--- src/rtl/sync_mode_pkg.sv ---
package sync_mode_pkg;
  localparam int NUM_FLAGS = 4;
  localparam int CHN_NUM   = 4;
  localparam int MASTER_W  = $clog2(CHN_NUM);
  localparam int DATA_W    = 32;

  // flag index: each flag occupies bits [2*i+1:2*i] of the write word
  localparam int FLAG_ENABLE = 0;
  localparam int FLAG_SEND   = 1;
  localparam int FLAG_EXTTS  = 2;
  localparam int FLAG_TRIG   = 3;

  localparam int MASTER_LSB = 2 * NUM_FLAGS;
  localparam int MASTER_SET = MASTER_LSB + MASTER_W;
  localparam int MASK_LSB   = MASTER_SET + 1;
  localparam int QUAL_LSB   = MASK_LSB + CHN_NUM;
  localparam int USED_BITS  = QUAL_LSB + CHN_NUM;

  typedef struct packed {
    logic [NUM_FLAGS-1:0] flagSet;
    logic [NUM_FLAGS-1:0] flagVal;
    logic                 masterSet;
    logic [MASTER_W-1:0]  masterVal;
    logic                 maskSet;
    logic [CHN_NUM-1:0]   maskVal;
  } modeStrobes_t;
endpackage

--- src/rtl/sync_mode_ctrl.sv ---
module sync_mode_ctrl
  import sync_mode_pkg::*;
#(
  parameter int ADDR_W = 8,
  parameter logic [ADDR_W-1:0] MODE_ADDR = 8'h04
) (
  input  logic              clk,
  input  logic              rstN,
  input  logic              wrEn,
  input  logic [ADDR_W-1:0] wrAddr,
  input  logic [DATA_W-1:0] wrData,
  output modeStrobes_t      strobes
);
  logic hit;
  assign hit = wrEn && (wrAddr == MODE_ADDR);

  always_comb begin
    strobes = '0;
    for (int i = 0; i < NUM_FLAGS; i++) begin
      strobes.flagSet[i] = hit && wrData[2*i+1];
      strobes.flagVal[i] = wrData[2*i];
    end
    strobes.masterSet = hit && wrData[MASTER_SET];
    strobes.masterVal = wrData[MASTER_LSB +: MASTER_W];
    strobes.maskSet   = hit && (&wrData[QUAL_LSB +: CHN_NUM]);
    strobes.maskVal   = wrData[MASK_LSB +: CHN_NUM];
  end


  no_stray_strobe_chk: assert property (@(posedge clk) disable iff (!rstN)
    (!wrEn || wrAddr != MODE_ADDR) |->
      (strobes.flagSet == '0 && !strobes.masterSet && !strobes.maskSet));


  mask_qual_chk: assert property (@(posedge clk) disable iff (!rstN)
    strobes.maskSet |-> (wrData[QUAL_LSB +: CHN_NUM] == {CHN_NUM{1'b1}}));
endmodule

--- src/rtl/sync_mode_regs.sv ---
module sync_mode_regs
  import sync_mode_pkg::*;
(
  input  logic                 clk,
  input  logic                 rstN,
  input  modeStrobes_t         strobes,
  output logic [NUM_FLAGS-1:0] flags,
  output logic [MASTER_W-1:0]  master,
  output logic [CHN_NUM-1:0]   mask
);
  for (genvar g = 0; g < NUM_FLAGS; g++) begin : gFlag
    always_ff @(posedge clk) begin
      if (!rstN)                  flags[g] <= 1'b0;
      else if (strobes.flagSet[g]) flags[g] <= strobes.flagVal[g];
    end


    flag_keep_chk: assert property (@(posedge clk) disable iff (!rstN)
      !strobes.flagSet[g] |=> $stable(flags[g]));
  end

  always_ff @(posedge clk) begin
    if (!rstN) begin
      master <= '0;
      mask   <= '0;
    end else begin
      if (strobes.masterSet) master <= strobes.masterVal;
      if (strobes.maskSet)   mask   <= strobes.maskVal;
    end
  end


  master_keep_chk: assert property (@(posedge clk) disable iff (!rstN)
    !strobes.masterSet |=> $stable(master));


  mask_keep_chk: assert property (@(posedge clk) disable iff (!rstN)
    !strobes.maskSet |=> $stable(mask));


  reset_zero_chk: assert property (@(posedge clk)
    !rstN |=> (flags == '0 && master == '0 && mask == '0));
endmodule

--- src/rtl/sync_mode_reg.sv ---
module sync_mode_reg
  import sync_mode_pkg::*;
#(
  parameter int ADDR_W = 8,
  parameter logic [ADDR_W-1:0] MODE_ADDR = 8'h04
) (
  input  logic              clk,
  input  logic              rstN,
  input  logic              wrEn,
  input  logic [ADDR_W-1:0] wrAddr,
  input  logic [31:0]       wrData,
  output logic              modEnable,
  output logic              tsSendEn,
  output logic              extTsSel,
  output logic              trigMode,
  output logic [1:0]        masterChn,
  output logic [3:0]        chnMask,
  output logic              syncHold
);
  modeStrobes_t         strobes;
  logic [NUM_FLAGS-1:0] flags;

  sync_mode_ctrl #(.ADDR_W(ADDR_W), .MODE_ADDR(MODE_ADDR)) ctrl_i (
    .clk(clk), .rstN(rstN), .wrEn(wrEn), .wrAddr(wrAddr),
    .wrData(wrData), .strobes(strobes)
  );

  sync_mode_regs regs_i (
    .clk(clk), .rstN(rstN), .strobes(strobes),
    .flags(flags), .master(masterChn), .mask(chnMask)
  );

  assign modEnable = flags[FLAG_ENABLE];
  assign tsSendEn  = flags[FLAG_SEND];
  assign extTsSel  = flags[FLAG_EXTTS];
  assign trigMode  = flags[FLAG_TRIG];
  assign syncHold  = !flags[FLAG_ENABLE];
endmodule

--- config.mk ---
export PLATFORM = sky130hd
export DESIGN_NAME = sync_mode_reg
export DESIGN_NICKNAME = d
export VERILOG_FILES = /design/src/rtl/sync_mode_pkg.sv /design/src/rtl/sync_mode_ctrl.sv /design/src/rtl/sync_mode_regs.sv /design/src/rtl/sync_mode_reg.sv
export SDC_FILE = /design/constraint.sdc
export NUM_CORES = 1
export LEC_CHECK = 0
export BUFFER_PORTS_ARGS = -buffer_cell sky130_fd_sc_hd__buf_2
export CORE_MARGIN = 5
export CORE_UTILIZATION = 26
export DETAILED_ROUTE_END_ITERATION = 7
export GPL_ROUTABILITY_DRIVEN = 0
export GPL_TIMING_DRIVEN = 0
export SLEW_MARGIN = 20
export SYNTH_ARGS = -nofsm -noshare
export SYNTH_HDL_FRONTEND = slang
export SYNTH_SLANG_ARGS = --single-unit
--- constraint.sdc ---
create_clock -name clk -period 1.31 [get_ports clk]
set_input_delay 0.0655 -clock clk [delete_from_list [all_inputs] [get_ports clk]]
set_output_delay 0.0655 -clock clk [all_outputs]
set_load 0.01 [all_outputs]
# After elaboration in Yosys (flattened, before gate mapping)
# Cells that the tools add are included.
# W data, S select, Z words.
# word_totals
regBits	10
word_cells	16
# op_classes
eq_ne	1
reduce_logical	9
# op_table
cell	count
$eq A8 B3 Y1 const B	1
$logic_and A1 B1 Y1	7
$reduce_and A4 Y1	1
$logic_not A1 Y1	1

# Logic depth before layout (Yosys ltp)
# Gate-level depths: netlist (run 1).
# logic_depth
word_depth	3
mapped_depth	4

# Hierarchy
# Synthesis (run 1) repeated with hierarchy kept, for this count alone.
# hier_totals
hier_cells	59
area_unflattened_um2	553.0
# by_module_without_submodules
module	area_per_inst_um2	n_inst	cells_each	seq_area_each_um2
sync_mode_regs	374.1	1	31	200.2
sync_mode_ctrl	175.2	1	27	0.0
sync_mode_reg	3.8	1	1	0.0

# Least setup slack after synthesis (run 1)
# OpenSTA, ideal clock, no wires.
# synth_timing
kind	input to register
start	input wrAddr[6]
end	register regs_i.mask[0]
setup_ns	0.072
path_slack_ns	0.317
stages	4
required_ns	1.238
arrival_time_ns	0.922
path_cell_list	nor4b_4 > and4_1 > buf_4 > mux2i_1
# synth_between
elab_chain_len	3
# synth_lines
element	line_no	text
start: declaration	sync_mode_reg.sv:10	input logic [ADDR_W-1:0] wrAddr,
$eq A8 B3 Y1	sync_mode_ctrl.sv:15	assign hit = wrEn && (wrAddr == MODE_ADDR);
$logic_and A1 B1 Y1	sync_mode_ctrl.sv:15	
$logic_and A1 B1 Y1	sync_mode_ctrl.sv:25	strobes.maskSet = hit && (&wrData[QUAL_LSB +: CHN_NUM]);
end signal: assignment	sync_mode_regs.sv:28	if (strobes.maskSet) mask <= strobes.maskVal;
end: declaration	sync_mode_regs.sv:9	output logic [CHN_NUM-1:0] mask
# Every way passes these cells.
# A chain may end at the register's enable or synchronous reset.

# Final worst setup path (run 1)
# layout_timing
start	input wrAddr[6]
end	register regs_i.mask[3]
# Same word-level chain as after synthesis.

==> results.py, run 1 <==
metrics = {
    "clock_network": {
        "cts_setup_buffers": 0,
        "cts_buffer_depth": 2,
        "cts_hold_buffers": 0,
        "cts_root_buf": "clkbuf_4",
        "clkTransAtPathRegs_ps": 70,
        "htree_levels": 1,
        "numCtsBuffers": 3,
        "post_cts_resized": 0,
        "clkLatencyLatePin_ps": 260,
        "cts_tree": "done",
        "cts_sinks": 10,
    },
    "worst_hold_path": {
        "hold_class": "in2reg",
        "hold_path.startpoint": "wrData[0]",
    },
    "critical_path": {
        "crit_start": "wrAddr[6]",
        "max_stage_delay_ps": 390,
        "crit_fanout": 6,
        "slowest_stage": "nor4b_4",
        "critPathKind": "in2reg",
        "crit_required_ps": 1500,
        "cp.arrival_ps": 1160,
        "crit_buf_inv": 2,
        "cp_top_family": "simple AND/OR/NAND/NOR gates",
        "worstPathCellList": "buf_2 -> nor4b_4 -> and4_1 -> buf_4 -> mux2i_1",
        "start_kind": "input pin",
        "rr_startpoint": "regs_i.flags[0]$_SDFFE_PN0P_",
        "endpoint_kind": "flop",
    },
    "power": {
        "powerDensity_mw_per_mm2": 861.9,
        "p_leak_nw": 0.3932,
        "peakVddDrop_uv": 435.0,
    },
    "global_routing": {
        "grt_first_pass_wirelength_um": 1876,
        "grt_use_met1_pct": 9.628,
        "antenna_found_initial": 0,
        "grt_use_total_pct": 9.096,
        "globalRouteMet3Util_pct": 4.432,
        "busiest_layer": "met2",
        "gr-usage-met2_pct": 15.31,
        "grt_pass1_vias": 477,
        "overflow": 0,
        "grt_max_degree": 11,
    },
    "route": {
        "drt_iter0_markers": 5,
        "ant_nets": 0,
        "routed_wl_um": 1358,
        "route.vias.total": 539,
        "routedWlPerCell_um": 10.95,
        "remaining_drc_errors": 0,
        "first_pass_iters": 4,
        "viasPerCell": 4.347,
    },
    "sta": {
        "tightestPinTransition_ps": 439.5,
        "period_share_pct": 74.40,
        "fin_setup_tns_ps": 0,
        "fin_ws_ps": 335.4,
        "relSlewSlack_pct": 70.70,
        "fin_skew_ps": 0,
        "rsz0062_at_grt": "false",
        "maxSlewViolCount": 0,
        "setup_viol_count_final": 0,
        "min_period_ps": 974.6,
        "hold_viol_final": 0,
        "timing.fmax_ghz": 1.026,
    },
    "place": {
        "io_buffers": 39,
        "place_hpwl_um": 1149,
        "place_ws_ps": 50.69,
    },
    "yosys": {
        "yosysWarnings": 0,
        "syn_area_um2": 493.0,
        "synth_cell_type_count": 13,
        "syn_inst": 56,
        "seq_area_frac_synth_pct": 40.61,
        "ys_ff_latch": 10,
        "synth_area_per_cell_um2": 8.803,
        "synth_fp_nets": 99,
    },
    "floorplanning": {
        "fp.dieH_um": 53.55,
        "chipWidth_um": 53.55,
        "dieArea_mm2": 0.002867,
        "std_cell_rows": 15,
        "start_util_pct": 27.94,
        "design.core.area_mm2": 0.001764,
        "num_io_pins": 54,
    },
    "final_layout": {
        "fillers": 203,
        "layout_commonest_cell": "buf_2",
        "drive_gt1_share_pct": 45.45,
        "final_cell_mix": "buf_2, nand2_1, mux2i_1, dfxtp_1",
        "insertedDiodeCount": 0,
        "final_nets": 143,
        "area_growth_pct": 53.30,
    },
    "run": {
        "max-cap-violations": 0,
    },
    "status": {
        "outcome": "finished clean",
    },
}
==> per-stage QoR <==
step	instances	area, um2	power (mW)	hold slack, ps	util, %
after global placement	120	719.4	0.3834	312.7	40.78
after CTS	124	755.7	0.6665	33.44	42.84
final	124	755.7	0.6514	38.24	42.84
after floorplan	56	493.0	0.3356	204.3	-
after detailed placement	120	719.4	0.3862	318.3	40.78
after global routing	124	755.7	0.6910	31.87	42.84
==> cells by family after synthesis <==
logic type	Yosys count	share of synthesized area [%]
DFF	10	40.61
buffers and inverters	4	3.808
and+or+nand+nor	32	35.28
muxes	10	20.31
==> cells in the mapped netlist <==
cell,n,share of area (%)
buf_4,1,1.5
mux2i_1,10,20
nor4b_1,2,3.6
nor4b_4,1,4.8
clkbuf_1,2,1.5
inv_1,1,0.76
nand3_1,2,2.0
nand2_1,20,15
dfxtp_1,10,41
nor3_1,1,1.0
and4_1,2,3.6
nand4_1,3,3.8
nor2b_1,1,1.3
==> worst reg2reg max path, cell delays in order (launching register included) <==
cell	delay [ps]
dfxtp_1	350
nand2_1	50
mux2i_1	120
==> flip-flops by register name (all words and copies together) (netlist names) <==
signal         flops
regs_i.flags       4
regs_i.mask        4
regs_i.master      2
==> path summary, 6_finish.rpt <==
path / cells past startpoint / to / slack (ps)
worst min-delay path: 3 / regs_i.flags[0]$_SDFFE_PN0P_ / 40
worst max register to register: 2 / regs_i.flags[0]$_SDFFE_PN0P_ / 730
worst max-delay path: 5 / regs_i.mask[3]$_SDFFE_PN0P_ / 340
worst min register to register: 2 / regs_i.flags[1]$_SDFFE_PN0P_ / 460
==> power breakdown <==
part | leakage, nW | internal (mW) | switching [mW] | total, mW
sequential | 0.0805 | 0.304 | 0.0000633 | 0.304
clock | 0.0210 | 0.169 | 0.105 | 0.273
combinational | 0.292 | 0.0403 | 0.0337 | 0.0740
==> metal layers <==
metal / vias to the layer above / part of all wire [%]
li1: 279 / -
met3: 0 / 15
met2: 33 / 43
met4: 0 / 0
met5: - / 0
met1: 227 / 41
==> final cells by class <==
| type | count | area, um2 | share of cell area, % |
|---|---|---|---|
| Multi-Input combinational cell | 42 | 274.0 | 36.26 |
| Sequential cell | 10 | 200.2 | 26.49 |
| Timing Repair Buffer | 39 | 195.2 | 25.83 |
| Clock buffer | 4 | 36.28 | 4.801 |
| Tap cell | 25 | 31.28 | 4.139 |
| Buffer | 3 | 15.01 | 1.987 |
| Inverter | 1 | 3.754 | 0.4967 |
Power figures use the tool's default switching activity.
==> run 2, diff against run 1 <==
ABC_AREA = 1   (was not set)
clock period = 0.9 ns   (was 1.31 ns; I/O delays follow)
==> run 2 against run 1 <==
Net effect: total power increased by 49%; global-route usage increased by 1.2 points; final area increased by 4.1%; routed wire length increased by 4.4%; setup slack got worse by 270 ps; die area increased by 4.7%; sequential power increased by 46%; final cell count increased by 17%; count of clock-buffer cells in the layout unchanged; first-iteration DRC count decreased by 60%; combinational power increased by 57%; largest cell class unchanged; largest power group unchanged.
==> results.py, run 2 <==
metrics = {
    "critical_path": {
        "crit_buf_inv": 2,
        "r2r_cells": 2,
        "crit_fanout": 3,
        "reg2reg_to": "regs_i.mask[0]$_SDFFE_PN0P_",
        "max_stage_delay_ps": 340,
        "rr_startpoint": "regs_i.mask[0]$_SDFFE_PN0P_",
        "worstPathCellList": "inv_1 -> buf_2",
        "cp_top_family": "flip-flops",
        "start_kind": "flop",
        "critPathKind": "reg2out",
        "endpoint_kind": "output port",
        "cp.arrival_ps": 780,
        "crit_required_ps": 850,
        "slowest_stage": "dfxtp_1",
        "r2r_slack_ps": 310,
    },
    "yosys": {
        "synth_cell_type_count": 12,
        "synth_ff_type": "dfxtp_1",
        "synth_most_common_cell": "nand2_1",
        "synth_commonest_cells": "nand2_1, inv_1, nor2_1",
        "async_flop_share_pct": 0,
        "synth_area_per_cell_um2": 6.957,
        "seq_area_frac_synth_pct": 38.37,
        "yosysWarnings": 0,
        "synth_edf_count": 0,
        "synth_fp_nets": 118,
        "syn_inst": 75,
        "ys_top_cells_by_area": "dfxtp_1, a21oi_1, nand3_1, nand2_1, inv_1",
        "ys_ff_latch": 10,
        "syn_area_um2": 521.8,
        "yosysTopAreaCellShare_pct": 38.37,
        "synth_top_area_cell": "dfxtp_1",
    },
    "floorplanning": {
        "std_cell_rows": 16,
        "chipWidth_um": 54.80,
        "design.core.area_mm2": 0.001942,
        "start_util_pct": 26.87,
        "dieArea_mm2": 0.003002,
        "fp.dieH_um": 54.80,
        "num_io_pins": 54,
    },
    "worst_hold_path": {
        "hold-path-endpoint": "regs_i.flags[1]$_SDFFE_PN0P_",
        "hold_path.startpoint": "wrData[3]",
        "hold_class": "in2reg",
        "min_path_cells": 3,
    },
    "route": {
        "first_pass_iters": 3,
        "drt_iter0_markers": 2,
        "routedWlPerCell_um": 9.779,
        "ant_nets": 0,
        "route.vias.total": 598,
        "routed_wl_um": 1418,
        "remaining_drc_errors": 0,
        "viasPerCell": 4.124,
    },
    "clock_network": {
        "cts_buffer_depth": 2,
        "cts_setup_buffers": 0,
        "cts_sinks": 10,
        "htree_levels": 1,
        "cts_hold_buffers": 0,
        "clkTransAtPathRegs_ps": 70,
        "post_cts_resized": 0,
        "numCtsBuffers": 3,
        "cts_tree": "done",
        "clkLatencyLatePin_ps": 270,
        "cts_root_buf": "clkbuf_4",
    },
    "final_layout": {
        "final_cell_mix": "buf_2, nand2_1, inv_1",
        "finalInstanceArea_um2": 787.0,
        "layout_commonest_cell": "buf_2",
        "final_nets": 162,
        "insertedDiodeCount": 0,
        "fillers": 218,
        "area_growth_pct": 50.84,
        "reg.largest.list": "regs_i.flags: 4 flops, regs_i.mask: 4 flops, regs_i.master: 2 flops",
        "fin_util_pct": 40.53,
        "layoutNonFillerInstCount": 145,
        "drive_gt1_share_pct": 43.22,
    },
    "sta": {
        "timing.fmax_ghz": 1.205,
        "maxSlewViolCount": 0,
        "period_share_pct": 92.21,
        "min_period_ps": 829.9,
        "relSlewSlack_pct": 69.69,
        "rsz0062_at_grt": "false",
        "tightestPinTransition_ps": 454.6,
        "hold_viol_final": 0,
        "setup_viol_count_final": 0,
        "fin_setup_tns_ps": 0,
        "fin_skew_ps": 0,
    },
    "power": {
        "peakVddDrop_uv": 700.8,
        "p_leak_nw": 0.4375,
        "powerDensity_mw_per_mm2": 1233,
        "power_mw": 0.9705,
    },
    "place": {
        "post-place-cells": 141,
        "postPlaceCellArea_um2": 750.7,
        "io_buffers": 39,
        "place_hpwl_um": 1123,
    },
    "global_routing": {
        "grt_use_total_pct": 10.28,
        "grt_first_pass_wirelength_um": 2001,
        "grt_use_met1_pct": 10.37,
        "grt_max_degree": 11,
        "overflow": 0,
        "gr-usage-met2_pct": 16.14,
        "grt_pass1_vias": 473,
        "globalRouteMet3Util_pct": 5.995,
        "busiest_layer": "met2",
        "antenna_found_initial": 0,
    },
    "status": {
        "outcome": "finished clean",
    },
    "run": {
        "max-cap-violations": 0,
    },
}
run 2: cell families (layout without fill, tap and decap cells):
group	Yosys count	count (layout)	share of synthesized area (%)
compound gates	10	10	9.593
buf+inv	15	58	13.67
flops	10	10	38.37
simple gates	40	40	38.37
run 2: metal layers:
layer | wire length, um | vias up
met2 | 689 | 22
met4 | 25 | 0
met1 | 567 | 252
met5 | 0 | -
met3 | 135 | 5
li1 | - | 319
run 2: worst max-delay path by stage:
stage	startpoint	to	cells after the start
finish	regs_i.flags[0]$_SDFFE_PN0P_	syncHold	2
global route	regs_i.flags[0]$_SDFFE_PN0P_	syncHold	2
CTS	regs_i.flags[0]$_SDFFE_PN0P_	syncHold	2
detailed placement	wrAddr[7]	regs_i.flags[0]$_SDFFE_PN0P_	8
global placement	wrAddr[7]	regs_i.master[0]$_SDFFE_PN0P_	8
floorplan	wrAddr[7]	regs_i.mask[0]$_SDFFE_PN0P_	7
run 2: stage by stage:
| stage | setup slack [ps] | hold WS (ps) |
|---|---|---|
| after detailed placement | -1.534 | 312.6 |
| after floorplan | 180.3 | 205.0 |
| after global routing | 5.754 | 36.94 |
| final | 70.12 | 29.35 |
| after global placement | -5.190 | 307.3 |
| after CTS | 51.88 | 18.69 |
run 2: final cells by class:
type | count | area (um2) | share of cell area (%)
Timing Repair Buffer | 39 | 195.2 | 24.80
Sequential cell | 10 | 200.2 | 25.44
Tap cell | 27 | 33.78 | 4.293
Inverter | 12 | 45.04 | 5.723
Multi-Input combinational cell | 50 | 250.2 | 31.80
Buffer | 3 | 26.28 | 3.339
Clock buffer | 4 | 36.28 | 4.610
run 2: worst register-to-register path, delay by kind of cell (launching register included):
kind | cells | cell delay, ps
DFF | 1 | 310
AOI/OAI and AO/OA | 1 | 120
and+or+nand+nor | 1 | 60
run 2: power breakdown:
part / internal, mW / switching (mW) / total, mW
sequential: 0.442 / 0.000178 / 0.443
clock: 0.246 / 0.166 / 0.412
combinational: 0.0601 / 0.0558 / 0.116
